[src/rtl/rlc_pkg.sv]
// Shared types for the run-length decompressor.
// Assumes: one clock domain, counters driven by one-hot operation structs.
package rlc_pkg;

    typedef enum logic [2:0] {
        ST_HEAD,    // waiting for the first bit of a codeword
        ST_PREFIX,  // collecting further group-marker bits
        ST_PZERO,   // emitting the base zeros of the group
        ST_TAIL,    // collecting offset bits
        ST_TZERO    // emitting the offset zeros
    } rlc_state_e;

    typedef struct packed {
        logic clr;
        logic load;
        logic shift;
        logic dec;
    } run_op_t;

    typedef struct packed {
        logic set1;
        logic set2;
        logic inc;
        logic dec;
    } grp_op_t;

endpackage

[src/rtl/rlc_toggle_detect.sv]
// Turns every level change of the tester toggle into a one-cycle strobe.
// Assumes: the toggle is already synchronous to clk and is low at reset.
module rlc_toggle_detect (
    input  logic clk,
    input  logic rst_n,
    input  logic tog,
    output logic strobe
);

    logic tog_q;

    // Remember last sampled toggle level.
    always_ff @(posedge clk) begin
        if (!rst_n) tog_q <= 1'b0;
        else        tog_q <= tog;
    end

    // A difference between now and last cycle is a new bit.
    assign strobe = tog ^ tog_q;

endmodule

[src/rtl/rlc_run_counter.sv]
// Down-counter that also shifts in offset bits; counts zeros still to emit.
// Assumes: at most one operation is requested per cycle; CW >= 2.
module rlc_run_counter
    import rlc_pkg::*;
#(
    parameter int CW = 10
) (
    input  logic          clk,
    input  logic          rst_n,
    input  run_op_t       op,
    input  logic [CW-1:0] load_val,
    input  logic          shift_bit,
    output logic          at_one,
    output logic          low_zero
);

    logic [CW-1:0] cnt;

    // Apply the requested counter operation.
    always_ff @(posedge clk) begin
        if (!rst_n)        cnt <= '0;
        else if (op.clr)   cnt <= '0;
        else if (op.load)  cnt <= load_val;
        else if (op.shift) cnt <= {cnt[CW-2:0], shift_bit};
        else if (op.dec)   cnt <= cnt - CW'(1);
    end

    // Last zero of the current burst.
    assign at_one   = (cnt == CW'(1));
    // Offset would be zero if the incoming bit is zero too.
    assign low_zero = (cnt[CW-2:0] == '0);

endmodule

[src/rtl/rlc_group_counter.sv]
// Holds the group index while the marker is read, then counts offset bits down.
// Assumes: markers longer than MAX_GROUP saturate at MAX_GROUP.
module rlc_group_counter
    import rlc_pkg::*;
#(
    parameter int MAX_GROUP = 10,
    localparam int GW = $clog2(MAX_GROUP + 1)
) (
    input  logic          clk,
    input  logic          rst_n,
    input  grp_op_t       op,
    output logic [GW-1:0] value,
    output logic          last
);

    logic [GW-1:0] grp;

    // Track the group index or the remaining offset bits.
    always_ff @(posedge clk) begin
        if (!rst_n)       grp <= '0;
        else if (op.set1) grp <= GW'(1);
        else if (op.set2) grp <= GW'(2);
        else if (op.inc) begin
            if (grp < GW'(MAX_GROUP)) grp <= grp + GW'(1);
        end
        else if (op.dec)  grp <= grp - GW'(1);
    end

    assign value = grp;
    assign last  = (grp == GW'(1));

endmodule

[src/rtl/rlc_ctrl.sv]
// Control FSM: parses marker and offset, sequences both zero bursts, emits the 1.
// Assumes: strobes arriving while busy are a tester protocol error and are dropped.
module rlc_ctrl
    import rlc_pkg::*;
(
    input  logic    clk,
    input  logic    rst_n,
    input  logic    strobe,
    input  logic    code_bit,
    input  logic    run_at_one,
    input  logic    run_low_zero,
    input  logic    grp_last,
    output run_op_t run_op,
    output grp_op_t grp_op,
    output logic    busy,
    output logic    one_out
);

    rlc_state_e state, state_nx;
    logic       one_q, one_nx;

    // Next-state and counter-operation decode.
    always_comb begin
        state_nx = state;
        one_nx   = 1'b0;
        run_op   = '0;
        grp_op   = '0;
        unique case (state)
            ST_HEAD: begin
                if (strobe) begin
                    if (code_bit) begin
                        grp_op.set2 = 1'b1;
                        state_nx    = ST_PREFIX;
                    end else begin
                        grp_op.set1 = 1'b1;
                        run_op.clr  = 1'b1;
                        state_nx    = ST_TAIL;
                    end
                end
            end
            ST_PREFIX: begin
                if (strobe) begin
                    if (code_bit) begin
                        grp_op.inc = 1'b1;
                    end else begin
                        run_op.load = 1'b1;
                        state_nx    = ST_PZERO;
                    end
                end
            end
            ST_PZERO: begin
                if (run_at_one) begin
                    run_op.clr = 1'b1;
                    state_nx   = ST_TAIL;
                end else begin
                    run_op.dec = 1'b1;
                end
            end
            ST_TAIL: begin
                if (strobe) begin
                    grp_op.dec   = 1'b1;
                    run_op.shift = 1'b1;
                    if (grp_last) begin
                        if (run_low_zero && !code_bit) begin
                            one_nx   = 1'b1;
                            state_nx = ST_HEAD;
                        end else begin
                            state_nx = ST_TZERO;
                        end
                    end
                end
            end
            ST_TZERO: begin
                run_op.dec = 1'b1;
                if (run_at_one) begin
                    one_nx   = 1'b1;
                    state_nx = ST_HEAD;
                end
            end
            default: state_nx = ST_HEAD;
        endcase
    end

    // State and closing-one registers.
    always_ff @(posedge clk) begin
        if (!rst_n) begin
            state <= ST_HEAD;
            one_q <= 1'b0;
        end else begin
            state <= state_nx;
            one_q <= one_nx;
        end
    end

    assign busy    = (state == ST_PZERO) || (state == ST_TZERO);
    assign one_out = one_q;

endmodule

[src/rtl/rlc_decomp.sv]
// Top level: tester strobe in, decoded scan bits out.
// Assumes: tester only toggles while tst_ready is high; MAX_GROUP >= 2.
module rlc_decomp
    import rlc_pkg::*;
#(
    parameter int MAX_GROUP = 10,
    localparam int CW = MAX_GROUP,
    localparam int GW = $clog2(MAX_GROUP + 1)
) (
    input  logic clk,
    input  logic rst_n,
    input  logic tst_toggle,
    input  logic tst_bit,
    output logic tst_ready,
    output logic scan_bit,
    output logic scan_valid
);

    logic          bit_stb;
    logic          run_at_one, run_low_zero, grp_last;
    logic          busy, one_out;
    logic [GW-1:0] grp_val;
    logic [CW-1:0] base_zeros;
    run_op_t       run_op;
    grp_op_t       grp_op;

    rlc_toggle_detect u_tog (
        .clk    (clk),
        .rst_n  (rst_n),
        .tog    (tst_toggle),
        .strobe (bit_stb)
    );

    // Base zeros of group j: 2^j - 2.
    assign base_zeros = CW'(((CW+1)'(1) << grp_val) - (CW+1)'(2));

    rlc_run_counter #(.CW(CW)) u_run (
        .clk       (clk),
        .rst_n     (rst_n),
        .op        (run_op),
        .load_val  (base_zeros),
        .shift_bit (tst_bit),
        .at_one    (run_at_one),
        .low_zero  (run_low_zero)
    );

    rlc_group_counter #(.MAX_GROUP(MAX_GROUP)) u_grp (
        .clk   (clk),
        .rst_n (rst_n),
        .op    (grp_op),
        .value (grp_val),
        .last  (grp_last)
    );

    rlc_ctrl u_ctrl (
        .clk          (clk),
        .rst_n        (rst_n),
        .strobe       (bit_stb),
        .code_bit     (tst_bit),
        .run_at_one   (run_at_one),
        .run_low_zero (run_low_zero),
        .grp_last     (grp_last),
        .run_op       (run_op),
        .grp_op       (grp_op),
        .busy         (busy),
        .one_out      (one_out)
    );

    assign tst_ready  = !busy;
    assign scan_valid = busy || one_out;
    assign scan_bit   = one_out;

endmodule

[config.mk]
export PLATFORM = sky130hd
export DESIGN_NAME = rlc_decomp
export DESIGN_NICKNAME = d
export VERILOG_FILES = /design/src/rtl/rlc_pkg.sv /design/src/rtl/rlc_toggle_detect.sv /design/src/rtl/rlc_run_counter.sv /design/src/rtl/rlc_group_counter.sv /design/src/rtl/rlc_ctrl.sv /design/src/rtl/rlc_decomp.sv
export SDC_FILE = /design/constraint.sdc
export NUM_CORES = 1
export LEC_CHECK = 0
export BUFFER_PORTS_ARGS = -buffer_cell sky130_fd_sc_hd__buf_4
export CORE_ASPECT_RATIO = 1.25
export CORE_MARGIN = 10
export CORE_UTILIZATION = 30
export CTS_BUF_LIST = sky130_fd_sc_hd__clkbuf_8
export CTS_CLUSTER_DIAMETER = 40
export DETAILED_ROUTE_END_ITERATION = 16
export GPL_TIMING_DRIVEN = 0
export SETUP_SLACK_MARGIN = 0.05
export SLEW_MARGIN = 5
export SYNTH_ARGS = -nofsm -noshare
export SYNTH_HDL_FRONTEND = slang
export SYNTH_SLANG_ARGS = --single-unit
[constraint.sdc]
create_clock -name clk -period 4.9 [get_ports clk]
set_clock_uncertainty 0.15 [all_clocks]
set_input_delay 0.49 -clock clk [delete_from_list [all_inputs] [get_ports clk]]
set_output_delay 0.49 -clock clk [all_outputs]
set_load 0.02 [all_outputs]
==> flow_summary_export.csv <==
group,metric,value,unit
logic_synthesis,synth.yosys.seq_area_share,0.201,
worst_setup_path,cpPeakStageDelay,0.42,ns
detailed_routing,drc,0,
worst_hold_path,hp-class,"in2reg",
worst_setup_path,worstPathCellList,"clkbuf_1 > inv_1 > ha_1 > a211o_1 > nor4_1 > a211o_1 > o31ai_1 > a2111oi_2",
detailed_routing,finalWirelength,4.98,mm
logic_synthesis,syn_avg_cell_area,7.93,um2
die,start_util,0.307,
logic_synthesis,syn_inst,239,
logic_synthesis,ys.flop_type,"dfxtp_1",
die,core.rowCount,32,
layout,area_growth,10.0,%
place,routabilityCongestion,0.850,
clock_network,postCtsResizedCells,0,
logic_synthesis,ys_types,67,
worst_setup_path,critPathCaptureType,"flop",
worst_setup_path,critPathSlowestCell,"dfxtp_1",
worst_setup_path,critPathKind,"reg2reg",
clock_network,cts_max_level,1,
power_and_ir_drop,vdd_drop_max,0.265,mV
detailed_routing,ant_nets,0,
power_and_ir_drop,p_per_area,648,mW/mm2
global_routing,antenna_found_initial,0,
layout,ff_latch_area,380,um2
clock_network,cts.sinks,19,
global_routing,use_met2,0.183,
worst_setup_path,critPathMaxFanout,10,
die,die_h,109,um
power_and_ir_drop,leakagePower,0.758,nW
layout,final_common_cell,"dfxtp_1",
clock_network,cts_buffer_depth,2,
power_and_ir_drop,p_total,1.35,mW
layout,diodes,0,
die,core_area,0.00617,mm2
sta,timing_max_transition_violations_final,0,
sta,layout_setup_ws,2.15,ns
sta,max_freq,364,MHz
detailed_routing,viasPerCell,5.57,
sta,worst_slew_pin_slew,0.439,ns
layout,stdcell_area,0.00209,mm2
sta,finalCritPeriodShare,0.561,
layout,fill_cells,691,
global_routing,grt_overflow_total,0,
logic_synthesis,synth_fp_nets,254,
layout,layout.cells.most_common_list,"19 x dfxtp_1, 18 x nor2_1, 13 x nand2_1, 13 x o21ai_0, 13 x nand3_1",
die,ios,7,
clock_network,cts_tree,"yes",
sta,setup_viol,0,
clock_network,clock_latency,0.27,ns
clock_network,clk_pin_slew,0.08,ns
sta,min_period,2.75,ns
global_routing,grt_pass1_vias,1728,
place,place_area,0.00204,mm2
global_routing,grt_busiest_layer,"met2",
global_routing,gr-usage-met3,0.0124,
worst_setup_path,startpoint_type,"flop",
logic_synthesis,syn_area,0.00190,mm2
detailed_routing,vias,1854,
place,io_buffers,5,
global_routing,track_usage,0.101,
global_routing,grt_pass1_wl,8.52,mm
layout,drive_gt1_frac,0.169,
worst_setup_path,arrival,2.77,ns
die,die-area,0.00992,mm2
flow_run,cap_violations,0,
logic_synthesis,ys_warn_count,0,
global_routing,grt_use_met1,0.120,
sta,finalHoldViolCount,0,
worst_setup_path,cp.required,4.92,ns
sta,rsz0062_at_grt,"no",
place,pre_cts_ws,2.24,ns
detailed_routing,drt_first_pass_iters,5,
detailed_routing,drt_iter0_drc,147,
logic_synthesis,synth.ff_latch_count,19,
clock_network,hold_buffers,0,
layout,nets,264,
sta,relSlewSlack,0.705,
global_routing,grt_max_degree,12,
worst_setup_path,path_common_cell,"a211o_1",
clock_network,cts_buffers,3,
run_status,run_status,"finished, final reports clean",
detailed_routing,routedWlPerCell,15.0,um
place,dp_hpwl,3.81,mm
logic_synthesis,synth_edf_count,0,
die,die_w,91.1,um
sta,whs,0.300,ns
clock_network,cts_root_buf,"clkbuf_8",
layout,multi_input_area,0.00134,mm2
logic_synthesis,async_reset_ff_frac,0,
sta,tns,0,ns
clock_network,cts_setup_buffers,0,
[power by group]
group | switching (mW) | internal [mW]
clock network | 0.0613 | 0.0569
registers | 0.0718 | 0.210
logic | 0.536 | 0.416
total | 0.669 | 0.683
[state kept, by name, indices dropped and copies added, names as in the netlist]
name	cells
u_ctrl.one_out	1
u_ctrl.state	3
u_grp.value	4
u_run.cnt	10
u_tog.tog_q	1
[worst paths after layout]
kind                                      to  cells past startpoint      startpoint  slack, ns
worst max register to register  u_run.cnt[8]                      8  u_grp.value[2]       2.15
worst max-delay path            u_run.cnt[8]                      8  u_grp.value[2]       2.15
worst min register to register  u_run.cnt[8]                      2    u_run.cnt[8]       0.45
worst min-delay path             u_tog.tog_q                      2      tst_toggle       0.30
[worst max-delay path, delay by kind of cell, from the launching register on]
family | cells | cell delay (ns)
flip-flops | 1 | 0.42
AND/OR/NAND/NOR | 1 | 0.27
AO/OA/AOI/OAI | 4 | 0.92
adder cells (fa/ha/maj) | 1 | 0.33
buffers and inverters | 2 | 0.56
[final cells by class]
type | count | area share
Clock inverter | 1 | 0.00240
Inverter | 9 | 0.0162
Buffer | 21 | 0.0696
Clock buffer | 3 | 0.0198
Sequential cell | 19 | 0.182
Multi-Input combinational cell | 190 | 0.641
Timing Repair Buffer | 5 | 0.0180
Tap cell | 85 | 0.0510
[stage by stage]
step | cells | utilization
CTS | 333 | 0.338
finish | 333 | 0.338
global placement | 329 | 0.331
global route | 333 | 0.338
detailed placement | 329 | 0.331
floorplan | 239 | -
[Yosys cell counts (4+ instances only)]
cell,instances,area share
clkbuf_1,8,0.016
dfxtp_1,19,0.20
o21ai_0,13,0.034
nand3_1,13,0.034
buf_6,4,0.024
inv_1,9,0.018
nor4_1,8,0.026
nand4_1,4,0.013
nor2_1,18,0.036
a21oi_1,11,0.029
nand2_1,13,0.026
a211o_1,5,0.023
nand2b_1,5,0.017
buf_2,4,0.011
nor2b_1,4,0.013
nor3_1,10,0.026
a211oi_1,4,0.016
ha_1,11,0.073
[kinds of logic (layout without fill, tap and decap cells)]
logic type	after synthesis	in the layout	synth area share
xor+xnor	5	5	0.0231
flops	19	19	0.201
fa+ha+maj	11	11	0.0726
compound gates	74	74	0.310
simple gates	98	98	0.289
mux	2	2	0.0106
buf+inv	30	39	0.0944
[per-layer routing]
layer / share of wire / wire length, um
met1: 0.45 / 2270
met2: 0.50 / 2490
met3: 0.030 / 151
met4: 0.015 / 75
met5: 0 / 0
No activity file was read; power rests on OpenSTA's default activity.
